### src/rtl/ipr_pkg.sv
package ipr_pkg;

    localparam int IPR_REG_W  = 8;
    localparam int IPR_IMPL_W = 4;
    localparam int IPR_GRP_W  = 3;
    localparam int IPR_PB_W   = 3;

    // Number of stored bits assigned to the preemption level
    function automatic logic [IPR_PB_W-1:0] grp_to_pre_bits(input logic [IPR_GRP_W-1:0] g);
        logic [IPR_PB_W-1:0] r;
        if (g < 3'd4) r = '0;
        else          r = IPR_PB_W'(g - 3'd3);
        return r;
    endfunction

endpackage

### src/rtl/ipr_prio_store.sv
module ipr_prio_store
    import ipr_pkg::*;
#(
    parameter int N_LINES = 8,
    parameter int REG_W   = IPR_REG_W,
    parameter int IMPL_W  = IPR_IMPL_W,
    parameter int IDX_W   = (N_LINES > 1) ? $clog2(N_LINES) : 1
) (
    input  logic                      clk,
    input  logic                      rst_n,
    input  logic                      cfg_we,
    input  logic [IDX_W-1:0]          cfg_line,
    input  logic [REG_W-1:0]          cfg_prio,
    input  logic                      grp_we,
    input  logic [IPR_GRP_W-1:0]      grp_val,
    input  logic [IDX_W-1:0]          rd_line,
    output logic [REG_W-1:0]          rd_prio,
    output logic [N_LINES*IMPL_W-1:0] prio_flat,
    output logic [IPR_PB_W-1:0]       pre_bits
);

    localparam int LOW_W = REG_W - IMPL_W;

    logic [IMPL_W-1:0]    prio_q [N_LINES];
    logic [IPR_GRP_W-1:0] grp_q;

    for (genvar g = 0; g < N_LINES; g++) begin : g_line
        always_ff @(posedge clk or negedge rst_n) begin
            if (!rst_n)
                prio_q[g] <= '0;
            else if (cfg_we && (cfg_line == IDX_W'(g)))
                prio_q[g] <= cfg_prio[REG_W-1 -: IMPL_W];
        end
        assign prio_flat[g*IMPL_W +: IMPL_W] = prio_q[g];
    end

    always_ff @(posedge clk or negedge rst_n) begin
        if (!rst_n)      grp_q <= '0;
        else if (grp_we) grp_q <= grp_val;
    end

    assign pre_bits = grp_to_pre_bits(grp_q);

    always_comb begin
        if (int'(rd_line) < N_LINES)
            rd_prio = {prio_q[rd_line], {LOW_W{1'b0}}};
        else
            rd_prio = '0;
    end

endmodule

### src/rtl/ipr_level_split.sv
module ipr_level_split
    import ipr_pkg::*;
#(
    parameter int IMPL_W = IPR_IMPL_W
) (
    input  logic [IMPL_W-1:0]   prio,
    input  logic [IPR_PB_W-1:0] pre_bits,
    output logic [IMPL_W-1:0]   lvl_pre,
    output logic [IMPL_W-1:0]   lvl_sub
);

    localparam logic [IPR_PB_W-1:0] FULL = IPR_PB_W'(IMPL_W);
    localparam logic [IMPL_W-1:0]   ONES = '1;

    always_comb begin
        lvl_pre = prio >> (FULL - pre_bits);
        lvl_sub = prio & (ONES >> pre_bits);
    end

endmodule

### src/rtl/ipr_select.sv
module ipr_select
    import ipr_pkg::*;
#(
    parameter int N_LINES = 8,
    parameter int IMPL_W  = IPR_IMPL_W,
    parameter int IDX_W   = (N_LINES > 1) ? $clog2(N_LINES) : 1
) (
    input  logic [N_LINES-1:0]        cand,
    input  logic [N_LINES*IMPL_W-1:0] pre_flat,
    input  logic [N_LINES*IMPL_W-1:0] sub_flat,
    output logic                      sel_vld,
    output logic [IDX_W-1:0]          sel_idx,
    output logic [IMPL_W-1:0]         sel_pre,
    output logic [IMPL_W-1:0]         sel_sub
);

    logic              c_vld [N_LINES+1];
    logic [IDX_W-1:0]  c_idx [N_LINES+1];
    logic [IMPL_W-1:0] c_pre [N_LINES+1];
    logic [IMPL_W-1:0] c_sub [N_LINES+1];

    assign c_vld[0] = 1'b0;
    assign c_idx[0] = '0;
    assign c_pre[0] = '0;
    assign c_sub[0] = '0;

    // Lines are visited upward; only a strictly better key replaces the
    // holder, so an equal key keeps the lower line number.
    for (genvar g = 0; g < N_LINES; g++) begin : g_stage
        logic [IMPL_W-1:0] my_pre;
        logic [IMPL_W-1:0] my_sub;
        logic              better;

        assign my_pre = pre_flat[g*IMPL_W +: IMPL_W];
        assign my_sub = sub_flat[g*IMPL_W +: IMPL_W];

        always_comb begin
            better = 1'b0;
            if (cand[g]) begin
                if (!c_vld[g])                  better = 1'b1;
                else if (my_pre < c_pre[g])     better = 1'b1;
                else if (my_pre == c_pre[g] && my_sub < c_sub[g])
                                                better = 1'b1;
            end
        end

        assign c_vld[g+1] = c_vld[g] | cand[g];
        assign c_idx[g+1] = better ? IDX_W'(g) : c_idx[g];
        assign c_pre[g+1] = better ? my_pre    : c_pre[g];
        assign c_sub[g+1] = better ? my_sub    : c_sub[g];
    end

    assign sel_vld = c_vld[N_LINES];
    assign sel_idx = c_idx[N_LINES];
    assign sel_pre = c_pre[N_LINES];
    assign sel_sub = c_sub[N_LINES];

endmodule

### src/rtl/ipr_resolver.sv
module ipr_resolver
    import ipr_pkg::*;
#(
    parameter int N_LINES = 8,
    parameter int IDX_W   = (N_LINES > 1) ? $clog2(N_LINES) : 1
) (
    input  logic                    clk,
    input  logic                    rst_n,
    input  logic                    cfg_we,
    input  logic [IDX_W-1:0]        cfg_line,
    input  logic [IPR_REG_W-1:0]    cfg_prio,
    input  logic                    grp_we,
    input  logic [IPR_GRP_W-1:0]    grp_val,
    input  logic [IDX_W-1:0]        rd_line,
    output logic [IPR_REG_W-1:0]    rd_prio,
    input  logic [N_LINES-1:0]      pend,
    input  logic [N_LINES-1:0]      enab,
    input  logic [IPR_IMPL_W:0]     act_lvl,
    output logic                    win_vld,
    output logic [IDX_W-1:0]        win_idx,
    output logic [IPR_IMPL_W-1:0]   win_pre,
    output logic [IPR_IMPL_W-1:0]   win_sub,
    output logic                    win_preempt
);

    localparam int IMPL_W = IPR_IMPL_W;

    logic [N_LINES*IMPL_W-1:0] prio_flat;
    logic [N_LINES*IMPL_W-1:0] pre_flat;
    logic [N_LINES*IMPL_W-1:0] sub_flat;
    logic [IPR_PB_W-1:0]       pre_bits;
    logic [N_LINES-1:0]        cand;

    logic              sel_vld;
    logic [IDX_W-1:0]  sel_idx;
    logic [IMPL_W-1:0] sel_pre;
    logic [IMPL_W-1:0] sel_sub;

    logic              nxt_vld;
    logic [IDX_W-1:0]  nxt_idx;
    logic [IMPL_W-1:0] nxt_pre;
    logic [IMPL_W-1:0] nxt_sub;
    logic              nxt_preempt;

    ipr_prio_store #(
        .N_LINES (N_LINES),
        .REG_W   (IPR_REG_W),
        .IMPL_W  (IMPL_W),
        .IDX_W   (IDX_W)
    ) u_store (
        .clk       (clk),
        .rst_n     (rst_n),
        .cfg_we    (cfg_we),
        .cfg_line  (cfg_line),
        .cfg_prio  (cfg_prio),
        .grp_we    (grp_we),
        .grp_val   (grp_val),
        .rd_line   (rd_line),
        .rd_prio   (rd_prio),
        .prio_flat (prio_flat),
        .pre_bits  (pre_bits)
    );

    for (genvar g = 0; g < N_LINES; g++) begin : g_split
        ipr_level_split #(.IMPL_W(IMPL_W)) u_split (
            .prio     (prio_flat[g*IMPL_W +: IMPL_W]),
            .pre_bits (pre_bits),
            .lvl_pre  (pre_flat[g*IMPL_W +: IMPL_W]),
            .lvl_sub  (sub_flat[g*IMPL_W +: IMPL_W])
        );
    end

    assign cand = pend & enab;

    ipr_select #(
        .N_LINES (N_LINES),
        .IMPL_W  (IMPL_W),
        .IDX_W   (IDX_W)
    ) u_select (
        .cand     (cand),
        .pre_flat (pre_flat),
        .sub_flat (sub_flat),
        .sel_vld  (sel_vld),
        .sel_idx  (sel_idx),
        .sel_pre  (sel_pre),
        .sel_sub  (sel_sub)
    );

    always_comb begin
        nxt_vld     = sel_vld;
        nxt_idx     = sel_idx;
        nxt_pre     = sel_pre;
        nxt_sub     = sel_sub;
        nxt_preempt = sel_vld && ({1'b0, sel_pre} < act_lvl);
    end

    always_ff @(posedge clk or negedge rst_n) begin
        if (!rst_n) begin
            win_vld     <= 1'b0;
            win_idx     <= '0;
            win_pre     <= '0;
            win_sub     <= '0;
            win_preempt <= 1'b0;
        end else begin
            win_vld     <= nxt_vld;
            win_idx     <= nxt_idx;
            win_pre     <= nxt_pre;
            win_sub     <= nxt_sub;
            win_preempt <= nxt_preempt;
        end
    end

endmodule

### config.mk
export PLATFORM = sky130hd
export DESIGN_NAME = ipr_resolver
export DESIGN_NICKNAME = d
export VERILOG_FILES = /design/src/rtl/ipr_pkg.sv /design/src/rtl/ipr_prio_store.sv /design/src/rtl/ipr_level_split.sv /design/src/rtl/ipr_select.sv /design/src/rtl/ipr_resolver.sv
export SDC_FILE = /design/constraint.sdc
export NUM_CORES = 1
export LEC_CHECK = 0
export ABC_AREA = 1
export CAP_MARGIN = 15
export CORE_MARGIN = 3
export CORE_UTILIZATION = 45
export CTS_CLUSTER_DIAMETER = 120
export CTS_CLUSTER_SIZE = 10
export DETAILED_ROUTE_END_ITERATION = 16
export GPL_TIMING_DRIVEN = 0
export PLACE_DENSITY = 0.67
export RECOVER_POWER = 100
export SLEW_MARGIN = 20
export SYNTH_ARGS = -nofsm -noshare
export SYNTH_HDL_FRONTEND = slang
export SYNTH_SLANG_ARGS = --single-unit
### constraint.sdc
create_clock -name clk -period 16.2 [get_ports clk]
set_clock_uncertainty 0.1 [all_clocks]
set_input_delay 1.62 -clock clk [delete_from_list [all_inputs] [get_ports clk]]
set_output_delay 1.62 -clock clk [all_outputs]
set_load 0.03 [all_outputs]
==> metrics.txt, run 1 <==
status finished with violations; failing checks max-capacitance violations, max-slew violations; RePlAce Congestion 0.926; area of the die 0.0126 sq mm; number of distinct library cells after synthesis 42; post-synthesis async set-or-reset flop share 100%; Setup Viol. Count Final 0; top cells by count, synth nand2_1, inv_1, o21ai_0; DR WL/cell 13.9 um; Port-buffer cells 54; adder-cell share of the synthesized area 11.6%; XOR/XNOR Fraction of Synth Area 0%; total track usage 22.5%; Clock Sinks 48; CP max FO 10; main combinational cell family by area after synthesis simple AND/OR/NAND/NOR gates; CTS tree built; Leak 0.00308 uW; share of cells above drive strength 1 7.52%; Main synth FF type dfrtp_1; Design Area, Final 0.00591 sq mm; CP required 16320 ps; critical path class register to register; initial antenna violation count 0; post-layout min period 14090 ps; flop and latch count out of synthesis 48; # resized after CTS 0; DRT iter0 DRCs 362; wire length of the first global-routing pass 23500 um; Row Count 38; total congestion overflow 0; # diodes 0; CP max stage cell a221oi_1; post-CTS setup buffers 0; simple-gate area share of the yosys netlist 32.3%; core area 0.0109 sq mm; Top cell by count, worst path nand2_1; pwr dens 112 mW/mm^2; Achievable Freq 71.0 MHz; Root Buffer clkbuf_16; Slew Limit Fails 30; Worst Tran Pin Value 1540 ps; top-count cell post-synth nand2_1; Syn Std Cell Area 0.00507 sq mm; detailed placement HPWL 11800 um; Cells after Synth 798; Synth top area share 23.7%; DRC viols 0; crit-path max cell delay 380 ps; Synth area leaders dfrtp_1, nand2_1, ha_1; worst path bufs/invs 20; Slew headroom -2.78%; Hold Path Depth 1; Compound-Gate Fraction of Synth Area 19.0%; final hold vios 0; syn avg cell area 6.35 sq um; Synth area leader dfrtp_1; clock buffer count from CTS 5; largest net degree at the start of global routing 30; sequential fraction of the synthesis area 23.7%; Core Util, Final 54.1%; Setup crit end kind register; Worst-Skew Late Latency 290 ps; RSZ-0062 raised after global routing no; maximum clock path buffer count 2; Vias 5274; post-synthesis mux area share 0.444%; R2R depth 88; vias per inst 5.25; CTS Hold Bufs 0; delay-heaviest family, CP simple AND/OR/NAND/NOR gates; Worst VDD drop 0.0000662 V; Post-Route WL 13900 um; first-pass detailed-route iteration total 5; crit path DAT 14200 ps; I/O pin total 63; vias in the first global route 5087; Synth Warn # 0; Chip Width 112 um; Starting Density 46.3%; HP Class register to register; H-Tree Depth 2; DIE HEIGHT 112 um; crit path launch type register; Post-synth EDFFs 0; CTS clk-pin slew, worst paths 70 ps; TNS Setup 0 ps; Tcrit/Tclk final 87.0%; Net count, final 952; Worst path depth 88; Routed Antenna Nets 0; placed inst area 0.00581 sq mm; area grow syn2layout 16.7%; Max Cap Viol 1
sequential cells by signal (all words and copies together) (netlist names):
signal,cells
u_store.prio_flat,32
win_pre,4
win_sub,4
u_store.grp_q,3
win_idx,3
win_preempt,1
win_vld,1
layout make-up:
class                   count  area (sq um)
plain buffers              23           145
clock buffers               7           133
clock inverters             1          8.76
fillers                  1067          5020
inverters                 134           510
multi-input cells         596          3200
flip-flops and latches     48          1200
well taps                 140           175
repair buffers             55           538
worst paths after layout:
path | start | endpoint | slack (ps)
max | u_store.grp_q[2] | win_preempt | 2110
min | u_store.grp_q[1] | u_store.grp_q[1] | 420
max reg2reg | u_store.grp_q[2] | win_preempt | 2110
min reg2reg | u_store.grp_q[1] | u_store.grp_q[1] | 420
max in group asynchronous | rst_n | u_store.prio_flat[7] | 12670
min in group asynchronous | rst_n | win_preempt | 1380
power breakdown:
group          switching [uW]  internal, uW  leakage, uW
registers                22.3           148     0.000589
logic                     248           145      0.00243
clock network            44.6          57.7    0.0000681
total                     315           350      0.00308
metal layers:
metal | part of all wire [%] | vias to the layer above | GRT usage, % | wire length, um
met5 | 0 | - | 0 | 0
met4 | 4.1 | 0 | 8.33 | 572
met3 | 4.8 | 42 | 3.67 | 666
met2 | 48 | 153 | 40.9 | 6720
met1 | 43 | 2370 | 26.7 | 5960
li1 | - | 2709 | - | -
stage by stage:
stage / worst slack [ps] / total power (uW) / std cells / hold slack (ps)
6_report: 2110 / 665 / 1004 / 422
5_1_grt: 529 / 730 / 1004 / 457
4_1_cts: 2580 / 675 / 1004 / 423
3_5_place_dp: 2610 / 572 / 996 / 409
3_3_place_gp: 2680 / 559 / 995 / 413
2_1_floorplan: 4350 / 456 / 801 / 369
worst reg2reg max path, delay by kind of cell, from the launching register on:
family	cells	cell delay (ps)
buffers and inverters	20	3590
and+or+nand+nor	40	3760
adders and majority gates	9	2740
AOI/OAI and AO/OA	19	3470
DFF	1	370
kinds of logic (layout without fill, tap and decap cells):
logic type / after synthesis / count (layout)
other: 1 / 4
buffers and inverters: 157 / 220
DFF: 48 / 48
and+or+nand+nor: 377 / 377
adders and majority gates: 47 / 47
AOI/OAI and AO/OA: 166 / 166
muxes: 2 / 2
placed cells by master (no fill, tap or decap), types with 14 or more instances in the layout:
| cell type | instances |
|---|---|
| a21oi_1 | 24 |
| clkbuf_1 | 14 |
| clkdlybuf4s50_1 | 33 |
| dfrtp_1 | 48 |
| dlygate4sd3_1 | 20 |
| ha_1 | 47 |
| inv_1 | 121 |
| nand2_1 | 215 |
| nand2_2 | 14 |
| nand3_1 | 45 |
| nor2_1 | 78 |
| o21ai_0 | 97 |
Note: power is estimated with default switching activity, not from simulation.
==> run 2: changes to the inputs <==
- CORE_ASPECT_RATIO: unset -> 0.7
==> run 2 against run 1 <==
  * The run still ends with max-capacitance violations, max-slew violations left
  * Largest power group unchanged
  * Die area rose by 0.17%
  * Routed wire length rose by 7.1%
  * Clock power barely moved
  * Highest routed layer unchanged
  * Worst hold slack lost 2.7 ps
  * First-iteration DRC count increased by 50%
  * Register-to-register slack worse by 450 ps
  * Maximum frequency fell by 3.1%
==> metrics.txt, run 2 (synthesis results as in run 1) <==
area grow syn2layout 17.1%; Met3 Wirelength 1520 um; vias in the first global route 4635; RSZ-0062 raised after global routing no; most common cell after layout, fill and taps aside nand2_1; largest net degree at the start of global routing 32; HP Class register to register; Clock Sinks 48; initial antenna violation count 0; Net count, final 952; pwr dens 115 mW/mm^2; WHS 419 ps; core area 0.0107 sq mm; Setup Viol. Count Final 0; max reg flops 32; worst path bufs/invs 17; Chip Width 133 um; beginning of the worst hold path u_store.grp_q[1]; CTS tree built; Vias 5374; most frequent cells in the layout nand2_1, inv_1, o21ai_0, nor2_1, dfrtp_1; RePlAce Congestion 0.946; CP required 16320 ps; failing checks max-capacitance violations, max-slew violations; TNS Setup 0 ps; # resized after CTS 0; post-CTS setup buffers 0; metal1 wirelength 7860 um; Core Util, Final 55.6%; delay-heaviest family, CP compound AO/OA/AOI/OAI gates; crit-path max cell delay 890 ps; share of cells above drive strength 1 7.75%; DIE HEIGHT 94.8 um; H-Tree Depth 2; crit path launch type register; DR WL met2 5460 um; Root Buffer clkbuf_16; Worst Setup SP u_store.grp_q[2]; Setup crit end kind register; Routed Antenna Nets 0; area of the die 0.0126 sq mm; Worst-Skew Late Latency 290 ps; total congestion overflow 0; post-layout min period 14530 ps; Post-Route WL 14900 um; CTS Hold Bufs 0; fillers 1041; Worst VDD drop 0.0000527 V; crit path DAT 14650 ps; critical path class register to register; Slew Limit Fails 32; top routing layer in use met4; CP max stage cell a2111oi_0; maximum clock path buffer count 2; Leak 0.00308 uW; DR WL/cell 14.7 um; DRC viols 0; detailed placement HPWL 12500 um; Reg2Reg Launch Point u_store.grp_q[2]; wire length of the first global-routing pass 23700 um; CP max FO 10; Port-buffer cells 54; Worst Tran Pin Value 1580 ps; # diodes 0; Achievable Freq 68.8 MHz; Max Cap Viol 1; vias per inst 5.31; Tcrit/Tclk final 89.7%; Starting Density 47.5%; status finished with violations; DRT iter0 DRCs 544; first-pass detailed-route iteration total 5; clock buffer count from CTS 5; final hold vios 0; I/O pin total 63; Slew headroom -5.60%; Row Count 31; total track usage 23.4%; CTS clk-pin slew, worst paths 70 ps
## run 2: worst paths after layout
| path | end | slack [ps] | cells after the start |
|---|---|---|---|
| max | win_preempt | 1670 | 81 |
| min | u_store.grp_q[1] | 420 | 1 |
| max reg2reg | win_preempt | 1670 | 81 |
| min reg2reg | u_store.grp_q[1] | 420 | 1 |
| max in group asynchronous | u_store.prio_flat[13] | 12650 | 2 |
| min in group asynchronous | win_idx[2] | 1360 | 1 |
## run 2: layout make-up
class	count	area (sq um)	area share (%)
Tap cell	148	185	3.12
Multi-Input combinational cell	596	3210	54.2
Sequential cell	48	1200	20.2
Buffer	23	141	2.38
Inverter	134	510	8.60
Timing Repair Buffer	55	538	9.06
Clock inverter	2	16.3	0.274
Clock buffer	6	129	2.17
## run 2: worst register-to-register path, delay by kind of cell, from the launching register on
family                     cells  cell delay [ps]
and+or+nand+nor               32             3230
buffers and inverters         17             2510
DFF                            1              390
AOI/OAI and AO/OA             22             5120
adders and majority gates     10             3090
## run 2: power breakdown
group	internal (uW)	switching, uW	leakage [uW]	total (uW)
clock	57.6	46.3	0.0000671	104
sequential	148	22.7	0.000589	171
combinational	145	262	0.00243	407
total	350	331	0.00308	682
## run 2: routing by layer
metal,global-route usage (%),vias to the layer above
met3,4.05,6
met5,0,-
met2,31.0,257
li1,-,2699
met4,4.15,0
met1,38.6,2412
## run 2: stage by stage
| stage | cells | setup WS [ps] | power (uW) | area [sq um] |
|---|---|---|---|---|
| final | 1012 | 1670 | 682 | 5940 |
| after global routing | 1012 | 443 | 741 | 5940 |
| after CTS | 1012 | 2170 | 685 | 5960 |
| after detailed placement | 1004 | 2070 | 578 | 5820 |
| after global placement | 1003 | 2170 | 568 | 5800 |
| after floorplan | 801 | 4350 | 456 | 5080 |
==> run 3: changes to the inputs <==
- GPL_TIMING_DRIVEN: 0 -> unset
- PLACE_DENSITY: 0.67 -> 0.66
- SYNTH_HIERARCHICAL: unset -> 1
==> run 3 against run 2 <==
  * The run still ends with max-capacitance violations, max-slew violations left
  * Sequential power is essentially flat
  * Register-to-register slack improved by 1000 ps
  * Non-clock buffer count down 20
  * Critical endpoint unchanged
  * Highest routed layer unchanged
==> metrics.txt, run 3 <==
Post-Route WL 14600 um; Reg2Reg Launch Point u_store/grp_q[0]; Achievable Freq 73.3 MHz; RSZ-0062 raised after global routing no; Slew headroom -74.5%; Worst Tran Pin Value 2620 ps; Setup crit end kind register; CTS clk-pin slew, worst paths 70 ps; status finished with violations; Net count, final 1162; Vias 5794; Root Buffer clkbuf_16; core area 0.0126 sq mm; I/O pin total 63; total congestion overflow 0; total track usage 20.5%; pwr dens 107 mW/mm^2; number of distinct library cells after synthesis 30; post-layout min period 13640 ps; Port-buffer cells 54; setup slack after layout 2560 ps; DIE HEIGHT 102 um; Synth top area share 23.6%; most common cell after layout, fill and taps aside nand2_1; Top cell by count, worst path nand2_1; # resized after CTS 0; vias per inst 4.77; most frequent cells in the layout nand2_1, inv_1, nand3_1, ha_1, o21ai_0; delay-heaviest family, CP simple AND/OR/NAND/NOR gates; Slew Limit Fails 49; post-CTS setup buffers 0; Post-synth EDFFs 0; Synth area leaders nand2_1, dfrtp_1, ha_1; Worst VDD drop 0.0000478 V; crit-path max cell delay 520 ps; worst path bufs/invs 10; first-pass detailed-route iteration total 5; post-synthesis async set-or-reset flop share 100%; CTS tree built; WHS 439 ps; top cells by count, synth nand2_1, inv_1, nand3_1; beginning of the worst hold path u_store/grp_q[1]; failing checks max-capacitance violations, max-slew violations; area of the die 0.0145 sq mm; top-count cell post-synth nand2_1; DR WL/cell 12.0 um; clock buffer count from CTS 5; largest net degree at the start of global routing 49; Tcrit/Tclk final 84.2%; vias in the first global route 4830; CTS Hold Bufs 0; # diodes 0; Starting Density 46.8%; CP required 16290 ps; Clock Sinks 48; Worst-Skew Late Latency 300 ps; DRC viols 0; initial antenna violation count 0; Routed Antenna Nets 0; flop and latch count out of synthesis 48; Cells after Synth 1001; Main synth FF type dfrtp_1; syn avg cell area 5.88 sq um; H-Tree Depth 2; critical path class primary input to register; Synth area leader nand2_1; detailed placement HPWL 11900 um; Setup Viol. Count Final 0; wire length of the first global-routing pass 24000 um; RePlAce Congestion 0.858; crit path launch type primary input; placement-stage worst setup slack 3260 ps; crit path DAT 13730 ps; CP max FO 16; HP Class register to register; max reg flops 32; Row Count 34; maximum clock path buffer count 2; Syn Std Cell Area 0.00589 sq mm; Worst Setup SP enab[0]; share of cells above drive strength 1 5.13%; area grow syn2layout 13.6%; final hold vios 0; CP max stage cell dlygate4sd3_1; Chip Width 143 um; TNS Setup 0 ps; Leak 0.00395 uW; Synth Warn # 6; sequential fraction of the synthesis area 20.4%; Max Cap Viol 1; DRT iter0 DRCs 428
run 3: changes by cell type after synthesis, sizes merged, moves of 6 or more:
cell    delta
a21oi     -15
a221oi     -6
and2      +17
clkbuf    -10
ha        +21
inv       +76
nand2    +159
nand3     +26
nor2      -29
nor3      +19
o21ai     -37
o22ai      -7
o32ai      -7
run 3: path summary, 6_finish.rpt:
kind,endpoint,slack (ps),depth (start not counted)
max in group asynchronous,u_store/prio_flat[9],12380,2
worst max register to register,win_preempt,2670,81
worst min-delay path,u_store/grp_q[1],440,1
min in group asynchronous,win_sub[1],2120,2
worst max-delay path,win_preempt,2560,74
worst min register to register,u_store/grp_q[1],440,1
run 3: power breakdown:
group / internal [uW] / switching (uW)
Sequential: 148 / 24.4
Combinational: 151 / 267
Clock: 73.5 / 50.1
run 3: kinds of logic after synthesis:
family	after synthesis	share of synthesized area [%]
other cells	1	0.0637
compound gates	87	7.99
buf+inv	226	15.4
mux	2	0.382
simple gates	569	41.3
fa+ha+maj	68	14.4
flops	48	20.4
run 3: area by class of cell:
type                            instances  area, sq um
Fill cell                            1330         5900
Multi-Input combinational cell        730         3770
Sequential cell                        48         1200
Inverter                              209          785
Timing Repair Buffer                   58          562
Tap cell                              162          203
Clock buffer                            5          125
Clock inverter                          3         47.5
run 3: per-layer routing:
metal  track usage (%)  up-vias  wire length (um)
met2              26.2      146              5150
met5                 0        -                 0
li1                  -     3155                 -
met3              2.60        5               950
met4              3.14        0                49
met1              35.7     2488              8440
run 3: stage by stage:
| step | std cells | area [sq um] | utilization [%] | total power (uW) |
|---|---|---|---|---|
| after floorplan | 1004 | 5900 | - | 483 |
| after global placement | 1207 | 6550 | 52.0 | 588 |
| after detailed placement | 1207 | 6550 | 52.0 | 594 |
| after CTS | 1215 | 6730 | 53.4 | 721 |
| after global routing | 1215 | 6690 | 53.1 | 787 |
| final | 1215 | 6690 | 53.1 | 713 |
